==> src/rtl/shb_pkg.sv <==
package shb_pkg;
  typedef enum logic [1:0] {
    OP_IDLE0 = 2'd0,
    OP_IDLE1 = 2'd1,
    OP_LOAD  = 2'd2,
    OP_STORE = 2'd3
  } shb_op_e;

  localparam int OP_LSB   = 28;
  localparam int BUSY_BIT = 31;
endpackage

==> src/rtl/shb_window_decode.sv <==
module shb_window_decode #(
  parameter int ADDR_W = 8,
  parameter logic [ADDR_W-1:0] CMD_ADDR = 8'hEC,
  parameter logic [ADDR_W-1:0] DAT_ADDR = 8'hF4
) (
  input  logic              wr_en,
  input  logic              rd_en,
  input  logic [ADDR_W-1:0] addr,
  output logic              cmd_wr,
  output logic              dat_wr,
  output logic              cmd_rd,
  output logic              dat_rd,
  output logic              any_rd
);
  logic hit_cmd, hit_dat;

  always_comb begin
    hit_cmd = (addr == CMD_ADDR);
    hit_dat = (addr == DAT_ADDR);
    cmd_wr  = wr_en && hit_cmd;
    dat_wr  = wr_en && hit_dat;
    cmd_rd  = rd_en && hit_cmd;
    dat_rd  = rd_en && hit_dat;
    any_rd  = rd_en;
  end
endmodule

==> src/rtl/shb_txn_engine.sv <==
module shb_txn_engine
  import shb_pkg::*;
#(
  parameter int DATA_W = 32,
  parameter int OFS_W  = 16
) (
  input  logic              clk,
  input  logic              rst,
  input  logic              cmd_wr,
  input  logic              dat_wr,
  input  logic [DATA_W-1:0] wdata,
  input  logic              gnt,
  input  logic [DATA_W-1:0] rdata_in,
  output logic              req,
  output logic              we,
  output logic [OFS_W-1:0]  ofs,
  output shb_op_e           op,
  output logic [DATA_W-1:0] data
);
  shb_op_e           op_q, op_in;
  logic [OFS_W-1:0]  ofs_q;
  logic [DATA_W-1:0] data_q;
  logic              req_q;
  logic              start;

  always_comb begin
    op_in = shb_op_e'(wdata[OP_LSB +: 2]);
    start = cmd_wr && !req_q && op_in[1];
  end

  always_ff @(posedge clk) begin
    if (rst) begin
      op_q   <= OP_IDLE0;
      ofs_q  <= '0;
      data_q <= '0;
      req_q  <= 1'b0;
    end else begin
      if (start) begin
        op_q  <= op_in;
        ofs_q <= wdata[OFS_W-1:0];
        req_q <= 1'b1;
      end else if (req_q && gnt) begin
        req_q <= 1'b0;
        if (op_q == OP_LOAD) data_q <= rdata_in;
      end
      if (dat_wr && !req_q) data_q <= wdata;
    end
  end

  assign req  = req_q;
  assign we   = (op_q == OP_STORE);
  assign ofs  = ofs_q;
  assign op   = op_q;
  assign data = data_q;

  AST_REQ_HOLD: assert property (@(posedge clk) disable iff (rst)
    req_q && !gnt |=> req_q && $stable(ofs_q) && $stable(op_q));
  AST_REQ_RELEASE: assert property (@(posedge clk) disable iff (rst)
    req_q && gnt |=> !req_q);
  AST_LOAD_CAPTURE: assert property (@(posedge clk) disable iff (rst)
    req_q && gnt && op_q == OP_LOAD |=> data_q == $past(rdata_in));
  AST_IGNORE_IDLE_OP: assert property (@(posedge clk) disable iff (rst)
    !req_q && cmd_wr && !wdata[OP_LSB+1] |=> !req_q && $stable(ofs_q));
  AST_BUSY_DROP: assert property (@(posedge clk) disable iff (rst)
    req_q && !gnt |=> $stable(data_q));
  AST_REQ_OP_VALID: assert property (@(posedge clk) disable iff (rst)
    req_q |-> op_q[1]);
endmodule

==> src/rtl/shb_readback.sv <==
module shb_readback
  import shb_pkg::*;
#(
  parameter int DATA_W = 32,
  parameter int OFS_W  = 16
) (
  input  logic              clk,
  input  logic              rst,
  input  logic              cmd_rd,
  input  logic              dat_rd,
  input  logic              any_rd,
  input  logic              busy,
  input  shb_op_e           op,
  input  logic [OFS_W-1:0]  ofs,
  input  logic [DATA_W-1:0] data,
  output logic [DATA_W-1:0] rdata
);
  logic [DATA_W-1:0] cmd_word, sel;

  always_comb begin
    cmd_word                 = '0;
    cmd_word[BUSY_BIT]       = busy;
    cmd_word[OP_LSB +: 2]    = op;
    cmd_word[OFS_W-1:0]      = ofs;
    sel = '0;
    if (cmd_rd)      sel = cmd_word;
    else if (dat_rd) sel = data;
  end

  always_ff @(posedge clk) begin
    if (rst)         rdata <= '0;
    else if (any_rd) rdata <= sel;
  end

  AST_RDATA_HOLD: assert property (@(posedge clk) disable iff (rst)
    !any_rd |=> $stable(rdata));
endmodule

==> src/rtl/shb_window_bridge.sv <==
module shb_window_bridge
  import shb_pkg::*;
#(
  parameter int ADDR_W = 8,
  parameter int DATA_W = 32,
  parameter int OFS_W  = 16,
  parameter logic [ADDR_W-1:0] CMD_ADDR = 8'hEC,
  parameter logic [ADDR_W-1:0] DAT_ADDR = 8'hF4
) (
  input  logic              clk,
  input  logic              rst,
  input  logic              bus_wr_en,
  input  logic              bus_rd_en,
  input  logic [ADDR_W-1:0] bus_addr,
  input  logic [DATA_W-1:0] bus_wdata,
  output logic [DATA_W-1:0] bus_rdata,
  output logic              sh_req,
  output logic              sh_we,
  output logic [OFS_W-1:0]  sh_offset,
  output logic [DATA_W-1:0] sh_wdata,
  input  logic              sh_gnt,
  input  logic [DATA_W-1:0] sh_rdata
);
  logic              cmd_wr, dat_wr, cmd_rd, dat_rd, any_rd;
  logic              req;
  shb_op_e           op;
  logic [OFS_W-1:0]  ofs;
  logic [DATA_W-1:0] data;

  shb_window_decode #(.ADDR_W(ADDR_W), .CMD_ADDR(CMD_ADDR), .DAT_ADDR(DAT_ADDR)) u_dec (
    .wr_en(bus_wr_en), .rd_en(bus_rd_en), .addr(bus_addr),
    .cmd_wr(cmd_wr), .dat_wr(dat_wr), .cmd_rd(cmd_rd), .dat_rd(dat_rd), .any_rd(any_rd)
  );

  shb_txn_engine #(.DATA_W(DATA_W), .OFS_W(OFS_W)) u_eng (
    .clk(clk), .rst(rst), .cmd_wr(cmd_wr), .dat_wr(dat_wr), .wdata(bus_wdata),
    .gnt(sh_gnt), .rdata_in(sh_rdata), .req(req), .we(sh_we), .ofs(ofs),
    .op(op), .data(data)
  );

  shb_readback #(.DATA_W(DATA_W), .OFS_W(OFS_W)) u_rb (
    .clk(clk), .rst(rst), .cmd_rd(cmd_rd), .dat_rd(dat_rd), .any_rd(any_rd),
    .busy(req), .op(op), .ofs(ofs), .data(data), .rdata(bus_rdata)
  );

  assign sh_req    = req;
  assign sh_offset = ofs;
  assign sh_wdata  = data;

  AST_NO_REQ_AFTER_RESET: assert property (@(posedge clk)
    rst |=> !sh_req);
endmodule

==> config.mk <==
export PLATFORM = sky130hd
export DESIGN_NAME = shb_window_bridge
export DESIGN_NICKNAME = d
export VERILOG_FILES = /design/src/rtl/shb_pkg.sv /design/src/rtl/shb_window_decode.sv /design/src/rtl/shb_txn_engine.sv /design/src/rtl/shb_readback.sv /design/src/rtl/shb_window_bridge.sv
export SDC_FILE = /design/constraint.sdc
export NUM_CORES = 1
export LEC_CHECK = 0
export BUFFER_PORTS_ARGS = -buffer_cell sky130_fd_sc_hd__buf_2
export CAP_MARGIN = 20
export CORE_UTILIZATION = 46
export CTS_BUF_LIST = sky130_fd_sc_hd__clkbuf_4 sky130_fd_sc_hd__clkbuf_8
export DETAILED_ROUTE_END_ITERATION = 8
export PLACE_DENSITY = 0.76
export SYNTH_ARGS = -nofsm -noshare
export SYNTH_HDL_FRONTEND = slang
export SYNTH_SLANG_ARGS = --single-unit
==> constraint.sdc <==
create_clock -name clk -period 1.3 [get_ports clk]
set_input_delay 0.13 -clock clk [delete_from_list [all_inputs] [get_ports clk]]
set_output_delay 0.13 -clock clk [all_outputs]
set_load 0.01 [all_outputs]
==> flow_summary_export.csv, run 1 <==
group,metric,value,unit
status,outcome,"finished with violations",
status,violations,"setup timing",
floorplanning,ios,159,
clocking,clk_pin_slew,0.09,ns
drt,post_drt_wl_per_cell,17.7,microns
pwr,pwr-share-comb,9.0,%
setup_path,cp_max_fo,6,
sta,worst_slack,-0.0395,ns
floorplanning,dieArea,9300,sq um
cells_and_area,nFillCells,728,
logic_synthesis,ys_ff_latch,83,
cells_and_area,antenna_cells,0,
floorplanning,initial_core_util,47.3,%
clocking,clock_sinks,83,
placement,dp_hpwl,8.45,mm
sta,finalSetupViolations,5,
logic_synthesis,synthCells,420,
setup_path,cp-start-kind,"register",
floorplanning,fp.dieW,96.5,microns
floorplanning,coreArea,8680,sq um
pwr,ir_worst_vdd,468,uV
clocking,root_buffer,"clkbuf_8",
pwr,pwr-share-clk,37.3,%
hold_path,hp-class,"in2reg",
drt,met2_length,5.97,mm
job,maxCapViolCount,0,
sta,drv_slew,0,
cells_and_area,syn_to_final_growth,33.7,%
global_route,gr-total-overflow,0,
clocking,clock_path_buffers,2,
global_route,grt_pass1_vias,3601,
drt,drt-initial-drc-count,155,
clocking,numCtsBuffers,9,
cells_and_area,mostFrequentLayoutCell,"buf_2",
placement,place.gp.congestion,0.772,
floorplanning,die_h,96.5,microns
cells_and_area,layout-drive-gt1-share,43.1,%
logic_synthesis,yosysUniqueCellTypes,29,
sta,slew_headroom,72.6,%
setup_path,crit_slowest_cell,"dfxtp_2",
clocking,htree_levels,3,
setup_path,crit_chain,"nand4b_4 > buf_12 > clkbuf_16 > mux2i_1 > a221oi_1",
drt,ant_nets,0,
cells_and_area,final_cell_mix,"buf_2 (157), dfxtp_1 (80), nand2b_1 (48), mux2i_1 (48), nor2_1 (32)",
clocking,cts_tree,"built",
pwr,p_int,3.55,mW
drt,dr.max_layer_used,"met4",
sta,min_period_over_period,103,%
setup_path,crit_arrival,1.59,ns
drt,drt-total-wl,12.2,mm
sta,rsz0062_at_grt,"yes",
logic_synthesis,yosysSeqAreaShare,40.5,%
logic_synthesis,syn_nets,497,
pwr,sequentialPowerShare,53.7,%
cells_and_area,fin_nets,654,
drt,drc,0,
pwr,swShare,25.0,%
cells_and_area,final_core_util,63.2,%
pwr,power.leakage,2.51,nW
setup_path,cp_slowest_stage_delay,0.33,ns
sta,hold_viol,0,
clocking,insertion_delay,0.35,ns
logic_synthesis,avgSynthCellArea,9.77,sq um
drt,drt_pass1_iterations,5,
drt,wl_met1,5.17,mm
drt,vias_per_cell,5.65,
sta,fin_worst_skew,0.0161,ns
drt,via_count,3899,
sta,fmax,0.747,GHz
setup_path,end_kind,"register",
logic_synthesis,netlist_area,4100,sq um
global_route,grt_max_degree,52,
floorplanning,rows,34,
pwr,switchingPower,1.18,mW
setup_path,crit_required,1.56,ns
global_route,grt_use_total,25.0,%
global_route,grt_pass1_wl,17.8,mm
drt,routed-wl-met3,758,microns
placement,io_buffers,158,
pwr,p_per_area,862,nW/um^2
sta,hold_ws,0.0528,ns
global_route,antenna_found_initial,0,
setup_path,worstSetupPathType,"reg2reg",
sta,max_slew.worst_pin.slew,0.411,ns
logic_synthesis,ys_warn_count,0,
sta,period_minus_slack,1.34,ns
[repair_timing]
| action | CTS | global route |
|---|---|---|
| hold buffers | 0 | 0 |
| gates resized for setup | 6 | 10 |
| pin swaps | 5 | 25 |
| setup buffers | 0 | 1 |
| gates cloned | 1 | 3 |
| setup endpoints to repair | 32 | 30 |
| endpoints found under the hold margin | 0 | 0 |
[Yosys cell counts]
library cell	number	area, sq um
and4b_1	2	20.0
o21ba_1	1	10.0
buf_4	3	22.5
nor2_1	32	120
o32ai_1	13	114
and4_4	1	11.3
a221oi_2	8	120
nor2b_1	2	12.5
nand2_1	19	71.3
and2_1	1	6.26
nor3b_1	19	143
nand2b_1	48	300
mux2i_1	49	490
a221oi_1	24	210
o21ba_2	20	200
nand3_2	1	10.0
buf_12	2	40.0
dfxtp_1	83	1660
a41oi_1	19	166
clkbuf_1	19	71.3
nand4b_1	1	8.76
and2_4	1	8.76
buf_2	13	65.1
buf_6	4	45.0
and4bb_2	1	12.5
o21ai_0	19	95.1
inv_1	13	48.8
buf_1	1	3.75
nand4b_2	1	15.0
[cell type report]
class,count,area [sq um],area share [%]
clock buffer,11,151,2.76
clock inverter,5,37.5,0.684
tap,108,135,2.46
inverter,13,48.8,0.889
multi-input combinational,282,2220,40.4
timing repair buffer,188,1230,22.4
sequential,83,1670,30.4
[metrics by stage]
| stage | setup slack [ns] | cell area, sq um | total power, mW | TNS [ns] | std cells |
|---|---|---|---|---|---|
| floorplan | 0.0457 | 4110 | 2.82 | 0 | 420 |
| global placement | 0.00819 | 5100 | 3.01 | 0 | 669 |
| detailed placement | -0.0530 | 5100 | 3.02 | -1.10 | 669 |
| CTS | -0.0297 | 5330 | 4.73 | -0.0446 | 686 |
| global route | -0.0905 | 5490 | 4.89 | -1.05 | 690 |
| finish | -0.0395 | 5490 | 4.73 | -0.0635 | 690 |
[sequential cells by signal, summed over array words and instances, names as in the netlist]
name,count
u_rb.rdata,32
u_eng.ofs,16
u_eng.data,32
u_eng.op,2
u_eng.req,1
[metal layers]
layer  vias to the layer above  global-route usage, %
li1                       1847                      -
met1                      1879                   32.3
met2                       154                   40.2
met3                        19                   5.24
met4                         0                   10.9
met5                         -                      0
[cell families (layout without fill, tap and decap cells)]
| logic type | count (synthesis) | after routing | synth area share, % |
|---|---|---|---|
| simple gates | 129 | 129 | 18.0 |
| compound gates | 104 | 104 | 22.3 |
| flops | 83 | 83 | 40.5 |
| buf+inv | 55 | 217 | 7.23 |
| mux | 49 | 49 | 12.0 |
[critical path: cells and delay by family, from the launching register on]
family / cells / cell delay (ns)
mux: 1 / 0.12
compound gates: 1 / 0.28
flops: 1 / 0.33
buf+inv: 2 / 0.33
simple gates: 1 / 0.17
[worst paths after layout]
kind / start / to / slack (ns) / cells after the start
worst min-delay path: bus_wdata[12] / u_eng.ofs[12] / 0.05 / 3
worst min register to register: u_eng.data[5] / u_rb.rdata[5] / 0.48 / 2
worst max-delay path: u_eng.op[0] / u_eng.data[19] / -0.04 / 5
worst max register to register: u_eng.op[0] / u_eng.data[19] / -0.04 / 5
[power by group through the flow]
stage	Sequential, mW	Clock [mW]	Combinational (mW)
4_1_cts	2.54	1.77	0.414
2_1_floorplan	2.61	0	0.212
3_5_place_dp	2.60	0	0.412
6_report	2.54	1.76	0.425
3_3_place_gp	2.60	0	0.406
5_1_grt	2.54	1.89	0.459
Power figures use the tool's default switching activity.
==> run 2: changes to the inputs <==
- ABC_AREA: unset -> 1
==> flow_summary_export.csv, run 2 <==
group,metric,value,unit
status,outcome,"complete, no violations",
logic_synthesis,avgSynthCellArea,6.60,sq um
drt,ant_nets,0,
sta,fin_worst_skew,0.00682,ns
pwr,p_per_area,937,nW/um^2
pwr,sequentialPowerShare,50.6,%
logic_synthesis,synth_ff_type,"dfxtp_1",
logic_synthesis,netlist_area,4070,sq um
logic_synthesis,syn_nets,694,
sta,finalSetupViolations,0,
pwr,switchingPower,1.25,mW
pwr,swShare,24.5,%
hold_path,hp-class,"in2reg",
logic_synthesis,yosysUniqueCellTypes,23,
pwr,pwr-share-clk,40.9,%
logic_synthesis,synth_edf_count,0,
sta,period_minus_slack,1.26,ns
drt,drc,0,
sta,slew_headroom,72.6,%
drt,drt-total-wl,12.3,mm
sta,hold_viol,0,
logic_synthesis,synth_top_cell_by_area,"dfxtp_1",
drt,drt_pass1_iterations,5,
setup_path,crit_chain,"nand3_2 > nor2_4 > buf_12 > inv_2 > buf_8 > nand3_1 > a21oi_2",
sta,fmax,0.792,GHz
global_route,gr-total-overflow,0,
logic_synthesis,yosys-top-cells-area,"dfxtp_1 (41%), nand2_1 (15%), nor2_1 (8.2%), inv_1 (7.1%), a21oi_1 (5.9%)",
floorplanning,rows,33,
sta,min_period_over_period,97.1,%
sta,rsz0062_at_grt,"yes",
cells_and_area,mostFrequentLayoutCell,"nand2_1",
global_route,grt_use_total,26.4,%
cells_and_area,post-route-cell-area,5440,sq um
clocking,root_buffer,"clkbuf_8",
cells_and_area,final_core_util,64.9,%
logic_synthesis,synth.most_common_cell,"nand2_1",
floorplanning,coreArea,8380,sq um
placement,place.gp.congestion,0.893,
setup_path,crit_arrival,1.49,ns
clocking,clk_pin_slew,0.09,ns
global_route,grt_pass1_wl,18.8,mm
floorplanning,die_h,96.1,microns
floorplanning,dieArea,9240,sq um
global_route,grt_max_degree,45,
pwr,total_power,5.10,mW
setup_path,cp-start-kind,"register",
clocking,hold_buffers,0,
setup_path,rr_endpoint,"u_eng.data[12]",
logic_synthesis,synthCells,617,
setup_path,cp_max_fo,21,
drt,vias_per_cell,5.10,
drt,drt-initial-drc-count,264,
floorplanning,ios,159,
logic_synthesis,yosysSeqAreaShare,40.8,%
floorplanning,fp.dieW,96.1,microns
floorplanning,initial_core_util,48.6,%
setup_path,regToRegStartpoint,"u_eng.req",
setup_path,end_kind,"register",
logic_synthesis,ys_ff_latch,83,
sta,max_slew.worst_pin.slew,0.410,ns
logic_synthesis,yosys-top-cells-count,"nand2_1 (162), nor2_1 (89), dfxtp_1 (83)",
pwr,pwr-share-comb,8.5,%
setup_path,worstSetupPathType,"reg2reg",
clocking,cts_tree,"built",
job,maxCapViolCount,0,
setup_path,r2r_slack,0.04,ns
clocking,insertion_delay,0.35,ns
cells_and_area,antenna_cells,0,
setup_path,r2r_cells,7,
placement,io_buffers,158,
placement,dp_hpwl,8.82,mm
cells_and_area,ff_latch_area,1670,sq um
cells_and_area,syn_to_final_growth,33.6,%
cells_and_area,multi_input_area,1930,sq um
pwr,power.leakage,2.78,nW
setup_path,cp-endpoint,"u_eng.data[12]",
cells_and_area,nFillCells,771,
setup_path,cp_slowest_stage_delay,0.38,ns
logic_synthesis,synth_top_area_share,40.8,%
cells_and_area,layout-drive-gt1-share,29.6,%
setup_path,worstSetupStartpoint,"u_eng.req",
drt,via_count,4540,
sta,drv_slew,0,
clocking,clock_sinks,83,
pwr,p_int,3.85,mW
pwr,ir_worst_vdd,598,uV
logic_synthesis,ys_async_sr_fraction,0,%
cells_and_area,fin_nets,857,
cells_and_area,final_cell_mix,"nand2_1 (162), buf_2 (158), nor2_1 (89)",
logic_synthesis,ys_warn_count,0,
setup_path,crit_required,1.53,ns
placement,placed_area,5060,sq um
global_route,grt_pass1_vias,4083,
global_route,antenna_found_initial,0,
clocking,numCtsBuffers,9,
setup_path,crit_slowest_cell,"dfxtp_4",
drt,post_drt_wl_per_cell,13.8,microns
clocking,clock_path_buffers,2,
clocking,htree_levels,3,
-- run 2: final cells by class --
type	instances	area share [%]
sequential	83	30.6
timing repair buffer	192	22.1
inverter	79	5.45
multi-input combinational	415	35.4
clock inverter	6	1.63
tap	105	2.41
clock buffer	10	2.41
-- run 2: worst min path at each step --
stage | from | end | slack, ns | depth (start not counted)
6_report | bus_wdata[10] | u_eng.ofs[10] | 0.02 | 3
5_1_grt | bus_wdata[5] | u_eng.ofs[5] | 0.03 | 3
4_1_cts | bus_wdata[10] | u_eng.ofs[10] | 0.02 | 3
3_5_place_dp | bus_wdata[10] | u_eng.ofs[10] | 0.38 | 3
3_3_place_gp | bus_wdata[10] | u_eng.ofs[10] | 0.38 | 3
2_1_floorplan | bus_wdata[0] | u_eng.ofs[0] | 0.26 | 2
-- run 2: routing by layer --
layer	vias up	routed length, microns	global-route usage (%)
li1	2266	-	-
met1	2024	5310	33.8
met2	218	5740	44.6
met3	32	908	3.79
met4	0	324	10.6
met5	-	0	0
-- run 2: cell families after synthesis --
group | after synthesis | synth area share [%]
buffers and inverters | 119 | 12.5
flip-flops | 83 | 40.8
AO/OA/AOI/OAI | 85 | 10.4
AND/OR/NAND/NOR | 330 | 36.3
-- run 2: power by group through the flow --
stage | registers, mW | logic [mW] | clock network, mW
final | 2.58 | 0.433 | 2.08
after global routing | 2.59 | 0.481 | 2.21
after CTS | 2.59 | 0.424 | 2.09
after detailed placement | 2.65 | 0.423 | 0
after global placement | 2.64 | 0.419 | 0
after floorplan | 2.66 | 0.183 | 0
-- run 2: stage by stage --
| step | setup WS (ns) | hold slack, ns | TNS [ns] | cells |
|---|---|---|---|---|
| global placement | 0.0885 | 0.375 | 0 | 868 |
| finish | 0.0380 | 0.0202 | 0 | 890 |
| detailed placement | 0.0399 | 0.385 | 0 | 868 |
| global route | -0.0141 | 0.0323 | -0.0450 | 890 |
| CTS | 0.0191 | 0.0174 | 0 | 884 |
| floorplan | 0.0668 | 0.265 | 0 | 617 |
-- run 2: repair_timing --
action	CTS	global route
resized for setup	0	18
setup endpoints to repair	0	35
setup buffers	0	2
-- run 2: worst max-delay path: cells and delay by family, from the launching register on --
family | cells | cell delay [ns]
buffers and inverters | 3 | 0.34
AND/OR/NAND/NOR | 3 | 0.34
AO/OA/AOI/OAI | 1 | 0.07
flip-flops | 1 | 0.38
